**config.mk**
```make
export PLATFORM = sky130hd
export DESIGN_NAME = dram_refresh_sched
export DESIGN_NICKNAME = d
export VERILOG_FILES = /design/src/rtl/dram_sched_pkg.sv /design/src/rtl/dram_sched_poweron.sv /design/src/rtl/dram_sched_timer.sv /design/src/rtl/dram_sched_owed.sv /design/src/rtl/dram_refresh_sched.sv
export SDC_FILE = /design/constraint.sdc
export NUM_CORES = 1
export LEC_CHECK = 0
export CAP_MARGIN = 20
export CELL_PAD_IN_SITES_DETAIL_PLACEMENT = 1
export CELL_PAD_IN_SITES_GLOBAL_PLACEMENT = 2
export CORE_UTILIZATION = 35
export CTS_BUF_LIST = sky130_fd_sc_hd__clkbuf_4 sky130_fd_sc_hd__clkbuf_8 sky130_fd_sc_hd__clkbuf_16
export CTS_CLUSTER_DIAMETER = 150
export DETAILED_ROUTE_END_ITERATION = 8
export DONT_BUFFER_PORTS = 1
export HOLD_SLACK_MARGIN = 0.1
export PLACE_DENSITY = 0.84
export SETUP_SLACK_MARGIN = 0.02
export SLEW_MARGIN = 15
export SYNTH_ARGS = -nofsm -noshare
export SYNTH_HDL_FRONTEND = slang
export SYNTH_SLANG_ARGS = --single-unit
```
**constraint.sdc**
```tcl
create_clock -name clk -period 2.7 [get_ports clk]
set_clock_uncertainty 0.2 [all_clocks]
set_input_delay 0.54 -clock clk [delete_from_list [all_inputs] [get_ports clk]]
set_output_delay 0.54 -clock clk [all_outputs]
set_load 0.02 [all_outputs]
```
**src/rtl/dram_sched_pkg.sv**
```systemverilog
package dram_sched_pkg;

  typedef enum logic [1:0] {
    PH_PAUSE = 2'd0,
    PH_INIT  = 2'd1,
    PH_READY = 2'd2
  } phase_e;

  // Cycles between refreshes, rounded down so the budget is never exceeded.
  function automatic longint unsigned refresh_interval_cycles(
    input longint unsigned clk_hz,
    input longint unsigned window_us,
    input longint unsigned rows
  );
    return (clk_hz * window_us) / (rows * 64'd1_000_000);
  endfunction

  // Power-up pause in cycles, rounded up so the pause is never short.
  function automatic longint unsigned pause_cycles(
    input longint unsigned clk_hz,
    input longint unsigned pause_us
  );
    return (clk_hz * pause_us + 64'd999_999) / 64'd1_000_000;
  endfunction

  // Bits needed to count 0 .. n-1, never less than one.
  function automatic int unsigned count_width(input longint unsigned n);
    if (n <= 64'd2) return 1;
    return $clog2(n);
  endfunction

endpackage

```
**src/rtl/dram_sched_poweron.sv**
```systemverilog
module dram_sched_poweron
  import dram_sched_pkg::*;
#(
  parameter int unsigned PAUSE_CYC   = 10000,
  parameter int unsigned INIT_CYCLES = 8
) (
  input  logic clk,
  input  logic rst,
  input  logic init_ack,
  output logic init_req,
  output logic ready,
  output logic pause_done,
  output logic init_take
);

  localparam int unsigned PW = count_width(PAUSE_CYC);
  localparam int unsigned IW = count_width(INIT_CYCLES);
  localparam logic [PW-1:0] PAUSE_LAST = PW'(PAUSE_CYC - 1);
  localparam logic [IW-1:0] INIT_LAST  = IW'(INIT_CYCLES - 1);

  phase_e          phase;
  logic [PW-1:0]   pause_cnt;
  logic [IW-1:0]   init_cnt;
  logic            init_last;

  assign pause_done = (phase == PH_PAUSE) && (pause_cnt == PAUSE_LAST);
  assign init_take  = (phase == PH_INIT) && init_ack;
  assign init_last  = init_take && (init_cnt == INIT_LAST);

  always_ff @(posedge clk) begin
    if (rst) begin
      phase     <= PH_PAUSE;
      pause_cnt <= '0;
      init_cnt  <= '0;
    end else begin
      case (phase)
        PH_PAUSE: begin
          if (pause_done) phase <= PH_INIT;
          else            pause_cnt <= pause_cnt + PW'(1);
        end
        PH_INIT: begin
          if (init_last)      phase <= PH_READY;
          else if (init_take) init_cnt <= init_cnt + IW'(1);
        end
        default: ;
      endcase
    end
  end

  assign init_req = (phase == PH_INIT);
  assign ready    = (phase == PH_READY);

endmodule

```
**src/rtl/dram_sched_timer.sv**
```systemverilog
module dram_sched_timer
  import dram_sched_pkg::*;
#(
  parameter int unsigned INT_CYC = 781
) (
  input  logic clk,
  input  logic rst,
  input  logic run,
  output logic tick
);

  localparam int unsigned TW = count_width(INT_CYC);
  localparam logic [TW-1:0] TMR_LAST = TW'(INT_CYC - 1);

  logic [TW-1:0] tmr;

  assign tick = run && (tmr == TMR_LAST);

  always_ff @(posedge clk) begin
    if (rst || !run) tmr <= '0;
    else if (tick)   tmr <= '0;
    else             tmr <= tmr + TW'(1);
  end

endmodule

```
**src/rtl/dram_sched_owed.sv**
```systemverilog
module dram_sched_owed #(
  parameter int unsigned OWED_W       = 4,
  parameter int unsigned URGENT_LEVEL = 4
) (
  input  logic              clk,
  input  logic              rst,
  input  logic              tick,
  input  logic              ack,
  output logic [OWED_W-1:0] owed,
  output logic              pending,
  output logic              urgent,
  output logic              take
);

  localparam logic [OWED_W-1:0] OWED_MAX = '1;
  localparam longint unsigned   MAX_VAL  = (64'd1 << OWED_W) - 64'd1;

  assign pending = (owed != '0);
  assign take    = ack && pending;

  always_ff @(posedge clk) begin
    if (rst) begin
      owed <= '0;
    end else begin
      case ({tick, take})
        2'b10:   if (owed != OWED_MAX) owed <= owed + OWED_W'(1);
        2'b01:   owed <= owed - OWED_W'(1);
        default: ;
      endcase
    end
  end

  generate
    if (URGENT_LEVEL == 0) begin : g_urg_always
      assign urgent = 1'b1;
    end else if (longint'(URGENT_LEVEL) > MAX_VAL) begin : g_urg_never
      assign urgent = 1'b0;
    end else begin : g_urg_cmp
      localparam logic [OWED_W-1:0] URG_TH = OWED_W'(URGENT_LEVEL);
      assign urgent = (owed >= URG_TH);
    end
  endgenerate

endmodule

```
**src/rtl/dram_refresh_sched.sv**
```systemverilog
module dram_refresh_sched
  import dram_sched_pkg::*;
#(
  parameter int unsigned CLK_HZ       = 50_000_000,
  parameter int unsigned WINDOW_US    = 16000,
  parameter int unsigned REF_ROWS     = 1024,
  parameter int unsigned PAUSE_US     = 200,
  parameter int unsigned INIT_CYCLES  = 8,
  parameter int unsigned OWED_W       = 4,
  parameter int unsigned URGENT_LEVEL = 4
) (
  input  logic              clk,
  input  logic              rst,
  input  logic              init_ack,
  input  logic              ref_ack,
  output logic              init_req,
  output logic              ready,
  output logic              ref_req,
  output logic              ref_urgent,
  output logic [OWED_W-1:0] owed_count
);

  localparam int unsigned INT_CYC   = 32'(refresh_interval_cycles(CLK_HZ, WINDOW_US, REF_ROWS));
  localparam int unsigned PAUSE_CYC = 32'(pause_cycles(CLK_HZ, PAUSE_US));

  // Internal events brought out for the checker.
  logic pause_done;
  logic init_take;
  logic tmr_tick;
  logic ack_take;
  logic owed_pending;

  dram_sched_poweron #(
    .PAUSE_CYC  (PAUSE_CYC),
    .INIT_CYCLES(INIT_CYCLES)
  ) u_poweron (
    .clk       (clk),
    .rst       (rst),
    .init_ack  (init_ack),
    .init_req  (init_req),
    .ready     (ready),
    .pause_done(pause_done),
    .init_take (init_take)
  );

  dram_sched_timer #(
    .INT_CYC(INT_CYC)
  ) u_timer (
    .clk (clk),
    .rst (rst),
    .run (ready),
    .tick(tmr_tick)
  );

  dram_sched_owed #(
    .OWED_W      (OWED_W),
    .URGENT_LEVEL(URGENT_LEVEL)
  ) u_owed (
    .clk    (clk),
    .rst    (rst),
    .tick   (tmr_tick),
    .ack    (ref_ack),
    .owed   (owed_count),
    .pending(owed_pending),
    .urgent (ref_urgent),
    .take   (ack_take)
  );

  assign ref_req = ready && owed_pending;

endmodule

```
# == After elaboration in Yosys (flattened, before gate mapping) ==
# Index checks and enable logic that the tools add are counted.
# Widths: inputs -> output; s select.
# classes
eq_ne,11
addsub,5
mux,5
n_lt_le_gt_ge,1
reduce_logical,17
n_bitwise,2
# op_table
operator,count
$add 14x1->14 const B,1
$eq 14x14->1 const B,1
$add 10x1->10 const B,1
$eq 10x10->1 const B,1
$pmux 4 s2,1
$logic_and 1x1->1,6
$reduce_and 3->1,2
$add 4x1->4 const B,1
$eq 2x1->1 const B,2
$eq 2x2->1 const B,2
$ge 4x3->1 const B,1
$mux 2,2
$mux 4,1
$ne 2x1->1 const B,2
$ne 4x4->1 const B,1
$pmux 2 s2,1
$reduce_and 2->1,2
$reduce_bool 2->1,2
$reduce_bool 4->1,1
$sub 4x1->4 const B,1
$add 3x1->3 const B,1
$eq 3x3->1 const B,1
$logic_not 2->1,1
$ne 2x2->1 const B,1
4 further kinds,5
# totals
word_cells,46
out_inout_bits,8
register_bits,33
input_bits,4

# == Depth between registers and ports, before layout ==
# Gate-level depths: netlist of run 1.
# logic_depth
word_depth,5
mapped_depth,12
mapped_depth_nobuf,12

# == Hierarchy ==
# Synthesis of run 1 repeated with hierarchy kept, for this count alone.
# hier_totals
cells_unflattened,199
area_unflattened_um2,1824.2
# modules_own_cells
module,cells_each,seq_area_each_um2,area_per_inst_um2,n_inst
dram_sched_poweron,103,380.4,970.9,1
dram_sched_timer,53,200.2,483.0,1
dram_sched_owed,42,80.1,364.1,1
dram_refresh_sched,1,0.0,6.3,1

# == Least setup slack after synthesis of run 1 ==
# No wires, ideal clock.
# synth_timing
path_type,register to register
start,reg u_poweron.phase[0]
end,reg u_owed.owed[3]
path_slack_ns,0.009
t_arrival_ns,2.385
stages_incl_launch_ff,11
period_less_slack_ns,2.691
setup_ns,0.106
n_path_buf,1
required_time_ns,2.394
path_cell_list,dfxtp_1 buf_2 or4b_1 nor4_4 or2_2 inv_1 ha_1 a21oi_1 and2_1 nand2_1 o311ai_0
# synth_via
elab_chain_cells,5
word_cells_on_any_way,8
classes_between,eq/ne: 4; mux: 1; reduce/logical: 3
# synth_rtl
item,line_no,rtl
start: declaration,dram_sched_poweron.sv:21,phase_e phase;
start signal: assignment,dram_sched_poweron.sv:32,phase <= PH_PAUSE;
start signal: assignment,dram_sched_poweron.sv:38,if (pause_done) phase <= PH_INIT;
start signal: assignment,dram_sched_poweron.sv:42,if (init_last) phase <= PH_READY;
$eq 2x2->1 (*),dram_sched_poweron.sv:51,assign ready = (phase == PH_READY);
$logic_and 1x1->1 (*),dram_sched_timer.sv:17,assign tick = run && (tmr == TMR_LAST);
$eq 2x2->1 / $eq 2x1->1 (equally long branches),dram_sched_owed.sv:25,"case ({tick, take})"
$ne 2x1->1 (no source line) / $reduce_bool 2->1 (equally long branches),--,
$reduce_and 2->1 (no source line),--,
end signal: assignment,dram_sched_owed.sv:26,2'b10: if (owed != OWED_MAX) owed <= owed + OWED_W'(1);
end signal: assignment,dram_sched_owed.sv:27,2'b01: owed <= owed - OWED_W'(1);
end: declaration,dram_sched_owed.sv:9,"output logic [OWED_W-1:0] owed,"
# Every way passes the cells marked *; elsewhere a longest branch is shown, timed or not.
# A chain may end at the register's enable or synchronous reset.

# == Worst setup path in the final report of run 1 ==
# layout_timing
start,reg u_timer.tmr[5]
end,reg u_owed.owed[3]
# layout_via
elab_chain_cells,5
word_cells_on_any_way,8
classes_between,eq/ne: 4; mux: 1; reduce/logical: 3
# layout_rtl
item,line_no,rtl
start: declaration,dram_sched_timer.sv:15,logic [TW-1:0] tmr;
start signal: assignment,dram_sched_timer.sv:22,else tmr <= tmr + TW'(1);
$eq 10x10->1 (*),dram_sched_timer.sv:17,
$logic_and 1x1->1 (*),dram_sched_timer.sv:17,
$eq 2x2->1 / $eq 2x1->1 (equally long branches),dram_sched_owed.sv:25,
$ne 2x1->1 (no source line) / $reduce_bool 2->1 (equally long branches),--,
$reduce_and 2->1 (no source line),--,
# Marks and branches as above.

==> results.yml, run 1 <==
critical_path:
  arrival_ps: 2540
  rr_startpoint: "u_timer.tmr[5]"
  crit_end: "u_owed.owed[3]"
  cp-end-kind: "flop"
  crit_required_ps: 2670
  criticalPathCategory: "flop to flop"
  setup.worst_path.start: "u_timer.tmr[5]"
  reg2reg_to: "u_owed.owed[3]"
  startpoint_type: "flop"
  crit_fanout: 5
  r2r_cells: 10
  r2r_slack_ps: 120
route:
  drt_wl_total_mm: 3.96
  routedWlPerCell_um: 15.8
  postRouteAntennaNets: 0
  dr.pass1.iters: 7
  drc: 1
  via_per_inst: 5.44
  drtIter0Drc: 57
  vias: 1365
clock_network:
  cts-root-buf: "clkbuf_8"
  path_clk_slew_ps: 70
  clock_latency_ps: 290
  htree_levels: 2
  clock-sinks: 33
  cts_made_buffers: 5
  tritoncts: "yes"
  cts.path.max_buffers: 2
sta:
  rsz0062_at_grt: "false"
  tns_ps: 0
  period_share: 0.955
  finalSetupViolCount: 0
  holdWs_ps: 115
  slew_headroom: 0.582
  tightest_slew_ps: 622
  fmax_mhz: 388
  worst_slack_ps: 123
  period_minus_slack_ps: 2580
  hold_viol_final: 0
  slew_violations: 0
outcome:
  status: "finished, violations left"
  violations: "DRC"
global_route:
  grt_usage: 0.174
  grt_pass1_vias: 1463
  grt_pass1_wl_mm: 6.85
  antenna_found_initial: 0
  grt_max_degree: 26
  grt_overflow: 0
logic_synthesis:
  yosys-top-cells-area: "dfxtp_1 (39%), nor2_1 (7.4%), xnor2_1 (7.3%)"
  synthCells: 190
  syn_nets: 202
  ys_ff_latch: 33
  synth_area_per_cell_um2: 8.86
  seq_area_frac_synth: 0.393
  yosys.area.top_type: "dfxtp_1"
  yosys_warnings: 0
  ys.flop_type: "dfxtp_1"
  synthArstFlopShare: 0
  synth_cell_types: 43
  syn-cell-area_um2: 1680
  synth-edff-count: 0
  synth_top_area_share: 0.393
worst_hold_path:
  holdPathStages: 1
  hold_class: "primary input to flop"
die:
  die_h_um: 71.3
  initial_utilization: 0.376
  dieArea_um2: 5090
  rows: 24
  die_w_um: 71.3
  coreArea_um2: 4470
  io_pins: 12
finish:
  final_layout_size_suffix_gt1_frac: 0.141
  nets: 211
  area_delta_synth_final_pct: 12.5
  antenna_cells_inserted: 0
  layout.cells.non_filler: 251
  nFillCells: 544
  final_cell_area_um2: 1890
pwr:
  p_per_area_nw_per_um2: 477
  peakVddDrop_mv: 0.200
  p_leak_nw: 0.646
job:
  cap_violations: 0
place:
  post-place-ws_ps: 58.7
  portBuffers: 0
  dp_cells: 243
  placedInstanceArea_um2: 1790
  gp_congestion: 0.796
  dp.final_hpwl_mm: 2.98
-- synthesized netlist by cell type, types with 3 or more instances --
library cell  number
nand4_1            8
nor3_1             6
xnor2_1           14
a21oi_1            4
xor2_1             9
dfxtp_1           33
o21ai_0            3
ha_1               7
nand3_1            8
nand2_1           13
and3_1             3
clkbuf_1           3
nor2_1            33
or2_2              3
mux2i_1            4
inv_1              8
-- placed cells by master, fill, tap and decap left out, types with 2 or more instances in the layout --
| cell | n |
|---|---|
| dfxtp_1 | 33 |
| or3_1 | 2 |
| mux2i_1 | 4 |
| nor3_1 | 6 |
| ha_1 | 6 |
| nand2_1 | 13 |
| nand3_1 | 8 |
| clkbuf_8 | 6 |
| nand4b_1 | 2 |
| xor2_1 | 9 |
| nand4_1 | 8 |
| or4b_4 | 2 |
| xnor2_1 | 14 |
| nor2b_1 | 2 |
| or2_2 | 2 |
| nor4b_1 | 2 |
| and3_1 | 3 |
| inv_1 | 7 |
| o21ai_0 | 3 |
| a21oi_1 | 3 |
| buf_4 | 7 |
| nor2_1 | 33 |
-- what timing repair did --
action / 4_1_cts / 5_1_grt
buffers inserted: 0 / 0
resized for setup: 0 / 1
setup endpoints to repair: 1 / 1
endpoints found under the hold margin: 0 / 5
hold buffers: 0 / 1
pin swaps: 1 / 3
-- how the worst min path moves through the flow --
stage	from	slack, ps	endpoint
2_1_floorplan	u_timer.tmr[0]	240	u_timer.tmr[0]
3_3_place_gp	u_poweron.pause_cnt[1]	260	u_poweron.pause_cnt[1]
3_5_place_dp	u_poweron.pause_cnt[1]	280	u_poweron.pause_cnt[1]
4_1_cts	rst	110	u_poweron.pause_cnt[2]
5_1_grt	rst	100	u_poweron.phase[1]
6_report	rst	110	u_poweron.pause_cnt[3]
-- worst max-delay path, stage by stage, from the launching register on --
cell and delay [ps]:
dfxtp_1 360, or4b_4 540, nor4_4 170, or2_4 180
inv_2 60, ha_4 280, nand3_1 110, and2_4 190
nor3_1 150, nand3_1 110, o311ai_0 110
-- state kept, by name, indices dropped and copies added (netlist names) --
register	cells
u_poweron.init_cnt	3
u_timer.tmr	10
u_poweron.phase	2
u_poweron.pause_cnt	14
u_owed.owed	4
-- where the power goes --
| part | total, mW | internal, mW | switching, mW |
|---|---|---|---|
| Combinational | 0.0123 | 0.00584 | 0.00643 |
| Clock | 0.396 | 0.212 | 0.184 |
| Sequential | 0.495 | 0.490 | 0.00408 |
| Total | 0.903 | 0.709 | 0.194 |
-- metal layers --
metal | up-vias | track usage | part of all wire
li1 | 677 | - | -
met1 | 665 | 0.195 | 0.43
met2 | 17 | 0.314 | 0.52
met3 | 6 | 0.0591 | 0.039
met4 | 0 | 0.0467 | 0.010
met5 | - | 0 | 0
-- logic make-up after synthesis --
group	share of synthesized area
adders and majority gates	0.0639
and+or+nand+nor	0.299
xor gates and xnor gates	0.120
buffers and inverters	0.0372
AOI/OAI and AO/OA	0.0640
DFF	0.393
muxes	0.0238
-- layout make-up --
class | count | area [um^2] | area share
multi-input combinational | 143 | 985 | 0.520
tap | 52 | 65.1 | 0.0344
timing repair buffer | 8 | 62.6 | 0.0330
sequential | 33 | 661 | 0.349
inverter | 8 | 30.0 | 0.0159
clock buffer | 7 | 90.1 | 0.0476
-- metrics by stage --
step	total power [mW]	utilization
2_1_floorplan	0.517	-
3_3_place_gp	0.514	0.400
3_5_place_dp	0.516	0.400
4_1_cts	0.910	0.420
5_1_grt	0.938	0.423
6_report	0.903	0.423
No activity file was read; power rests on OpenSTA's default activity.
==> run 2: changes to the inputs <==
--- a/config.mk
+++ b/config.mk
@@ -5,16 +5,17 @@
 export SDC_FILE = /design/constraint.sdc
 export NUM_CORES = 1
 export LEC_CHECK = 0
-export CAP_MARGIN = 20
+export ABC_AREA = 1
+export BUFFER_PORTS_ARGS = -buffer_cell sky130_fd_sc_hd__buf_2
+export CAP_MARGIN = 40
 export CELL_PAD_IN_SITES_DETAIL_PLACEMENT = 1
 export CELL_PAD_IN_SITES_GLOBAL_PLACEMENT = 2
-export CORE_UTILIZATION = 35
+export CORE_UTILIZATION = 31
 export CTS_BUF_LIST = sky130_fd_sc_hd__clkbuf_4 sky130_fd_sc_hd__clkbuf_8 sky130_fd_sc_hd__clkbuf_16
 export CTS_CLUSTER_DIAMETER = 150
 export DETAILED_ROUTE_END_ITERATION = 8
-export DONT_BUFFER_PORTS = 1
 export HOLD_SLACK_MARGIN = 0.1
-export PLACE_DENSITY = 0.84
+export PLACE_DENSITY = 0.85
 export SETUP_SLACK_MARGIN = 0.02
 export SLEW_MARGIN = 15
 export SYNTH_ARGS = -nofsm -noshare
==> results.yml, run 2 <==
outcome:
  status: "finished clean"
sta:
  slew_violations: 0
  rsz0062_at_grt: "false"
  fmax_mhz: 434
  hold_viol_final: 0
  slew_headroom: 0.750
  holdWs_ps: 260
  tns_ps: 0
  period_share: 0.854
  period_minus_slack_ps: 2310
  finalSetupViolCount: 0
  worst_slack_ps: 394
  tightest_slew_ps: 375
route:
  dr.pass1.iters: 4
  drtIter0Drc: 44
  drc: 0
  drt_wl_total_mm: 4.32
  routedWlPerCell_um: 12.1
  postRouteAntennaNets: 0
  vias: 1676
  via_per_inst: 4.71
logic_synthesis:
  post-synth-top-count-cell: "nand2_1"
  synthArstFlopShare: 0
  syn-cell-area_um2: 1890
  ys.flop_type: "dfxtp_1"
  yosys.area.top_type: "dfxtp_1"
  yosys_warnings: 0
  synth_area_per_cell_um2: 7.11
  syn_nets: 278
  yosys-top-cells-area: "dfxtp_1 (35%), nand2_1 (14%), nor2_1 (7.7%)"
  synthCells: 266
  synth_top_area_share: 0.349
  synth_commonest_cells: "nand2_1 (72), nor2_1 (39), dfxtp_1 (33)"
  ys_ff_latch: 33
  synth-edff-count: 0
  seq_area_frac_synth: 0.349
  synth_cell_types: 31
finish:
  final_cell_mix: "nand2_1 (72), nor2_1 (39), dfxtp_1 (33)"
  nFillCells: 758
  antenna_cells_inserted: 0
  area_delta_synth_final_pct: 11.0
  top_register: "u_poweron.pause_cnt"
  largest_reg_flops: 14
  final_common_cell: "nand2_1"
  nets: 292
  register_area_um2: 661
  layout.cells.non_filler: 356
  final_cell_area_um2: 2100
  multiInputGateArea_um2: 1060
  postLayoutCoreUtil: 0.357
  final_layout_size_suffix_gt1_frac: 0.146
  biggestRegsByFlops: "u_poweron.pause_cnt: 14 flops, u_timer.tmr: 10 flops, u_owed.owed: 4 flops"
critical_path:
  startpoint_type: "flop"
  crit_end: "u_owed.owed[3]"
  criticalPathCategory: "flop to flop"
  r2r_slack_ps: 390
  r2r_cells: 15
  rr_startpoint: "u_timer.tmr[0]"
  crit_fanout: 7
  reg2reg_to: "u_owed.owed[3]"
  crit_required_ps: 2690
  cp-end-kind: "flop"
  setup.worst_path.start: "u_timer.tmr[0]"
  arrival_ps: 2290
die:
  coreArea_um2: 5890
  dieArea_um2: 6420
  initial_utilization: 0.321
  die_w_um: 80.1
  io_pins: 12
  die_h_um: 80.1
  rows: 28
clock_network:
  ctsResizeCount: 0
  cts_setup_buffers: 0
  hold_buffers: 0
  clock_latency_ps: 290
  cts_made_buffers: 5
  path_clk_slew_ps: 70
  cts-root-buf: "clkbuf_8"
  clock-sinks: 33
  tritoncts: "yes"
  cts.path.max_buffers: 2
  htree_levels: 2
global_route:
  antenna_found_initial: 0
  grt_pass1_wl_mm: 7.25
  grt_overflow: 0
  grt_pass1_vias: 1660
  grt_usage: 0.148
  grt_max_degree: 16
pwr:
  p_leak_nw: 0.851
  power_uw: 939
  peakVddDrop_mv: 0.167
  p_per_area_nw_per_um2: 447
place:
  placedInstanceArea_um2: 2000
  dp_cells: 348
  post-place-ws_ps: 397
  portBuffers: 11
  dp.final_hpwl_mm: 3.24
  gp_congestion: 0.799
worst_hold_path:
  worstHoldStart: "u_poweron.init_cnt[0]"
  hold_class: "flop to flop"
job:
  cap_violations: 0
-- run 2: cell count changes in the layout (fill, tap and decap cells not counted), moves of 4 or more --
cell	change
inv_1	+24
nand3_1	+4
xnor2_1	-11
nand2_1	+59
mux2i_1	-4
a21oi_1	+6
buf_2	+11
nor2_1	+6
buf_4	-6
a21oi_2	+8
-- run 2: layout make-up --
cell class	count	area share
Sequential cell	33	0.315
Clock buffer	7	0.0459
Timing Repair Buffer	12	0.0298
Inverter	32	0.0584
Tap cell	75	0.0447
Clock inverter	1	0.00239
Multi-Input combinational cell	196	0.504
-- run 2: cells by family after synthesis --
group	Yosys count	share of synthesized area
AND/OR/NAND/NOR	146	0.340
buffers and inverters	37	0.0913
flip-flops	33	0.349
AO/OA/AOI/OAI	29	0.102
XOR/XNOR	13	0.0602
adder cells (fa/ha/maj)	8	0.0569
-- run 2: how the worst min path moves through the flow --
stage	endpoint	slack [ps]	cells after the start
floorplan	u_poweron.init_cnt[0]	230	1
global placement	u_poweron.init_cnt[0]	250	1
detailed placement	u_poweron.init_cnt[0]	250	1
CTS	u_poweron.init_cnt[0]	270	1
global route	u_poweron.init_cnt[0]	290	1
finish	u_poweron.init_cnt[0]	260	1
-- run 2: critical path, cell delays in order (launching register included) --
cell and delay [ps]:
dfxtp_1 370, inv_1 80, ha_1 140, nand2_1 50
nor2_1 120, nand3_2 150, nand2_2 130, inv_1 70
ha_1 270, a21o_1 180, nand2_1 50, nand2_1 60
inv_1 50, nand2_1 70, a21oi_1 150, nor2_1 60
-- run 2: routing by layer --
| metal | GRT usage | share of wire | up-vias |
|---|---|---|---|
| met2 | 0.250 | 0.49 | 9 |
| met5 | 0 | 0 | - |
| li1 | - | - | 866 |
| met3 | 0.0352 | 0.021 | 11 |
| met1 | 0.173 | 0.47 | 790 |
| met4 | 0.0732 | 0.020 | 0 |
-- run 2: where the power goes --
part,switching (mW),internal [mW]
registers,0.00584,0.490
clock network,0.190,0.230
logic,0.0139,0.00785
total,0.210,0.729
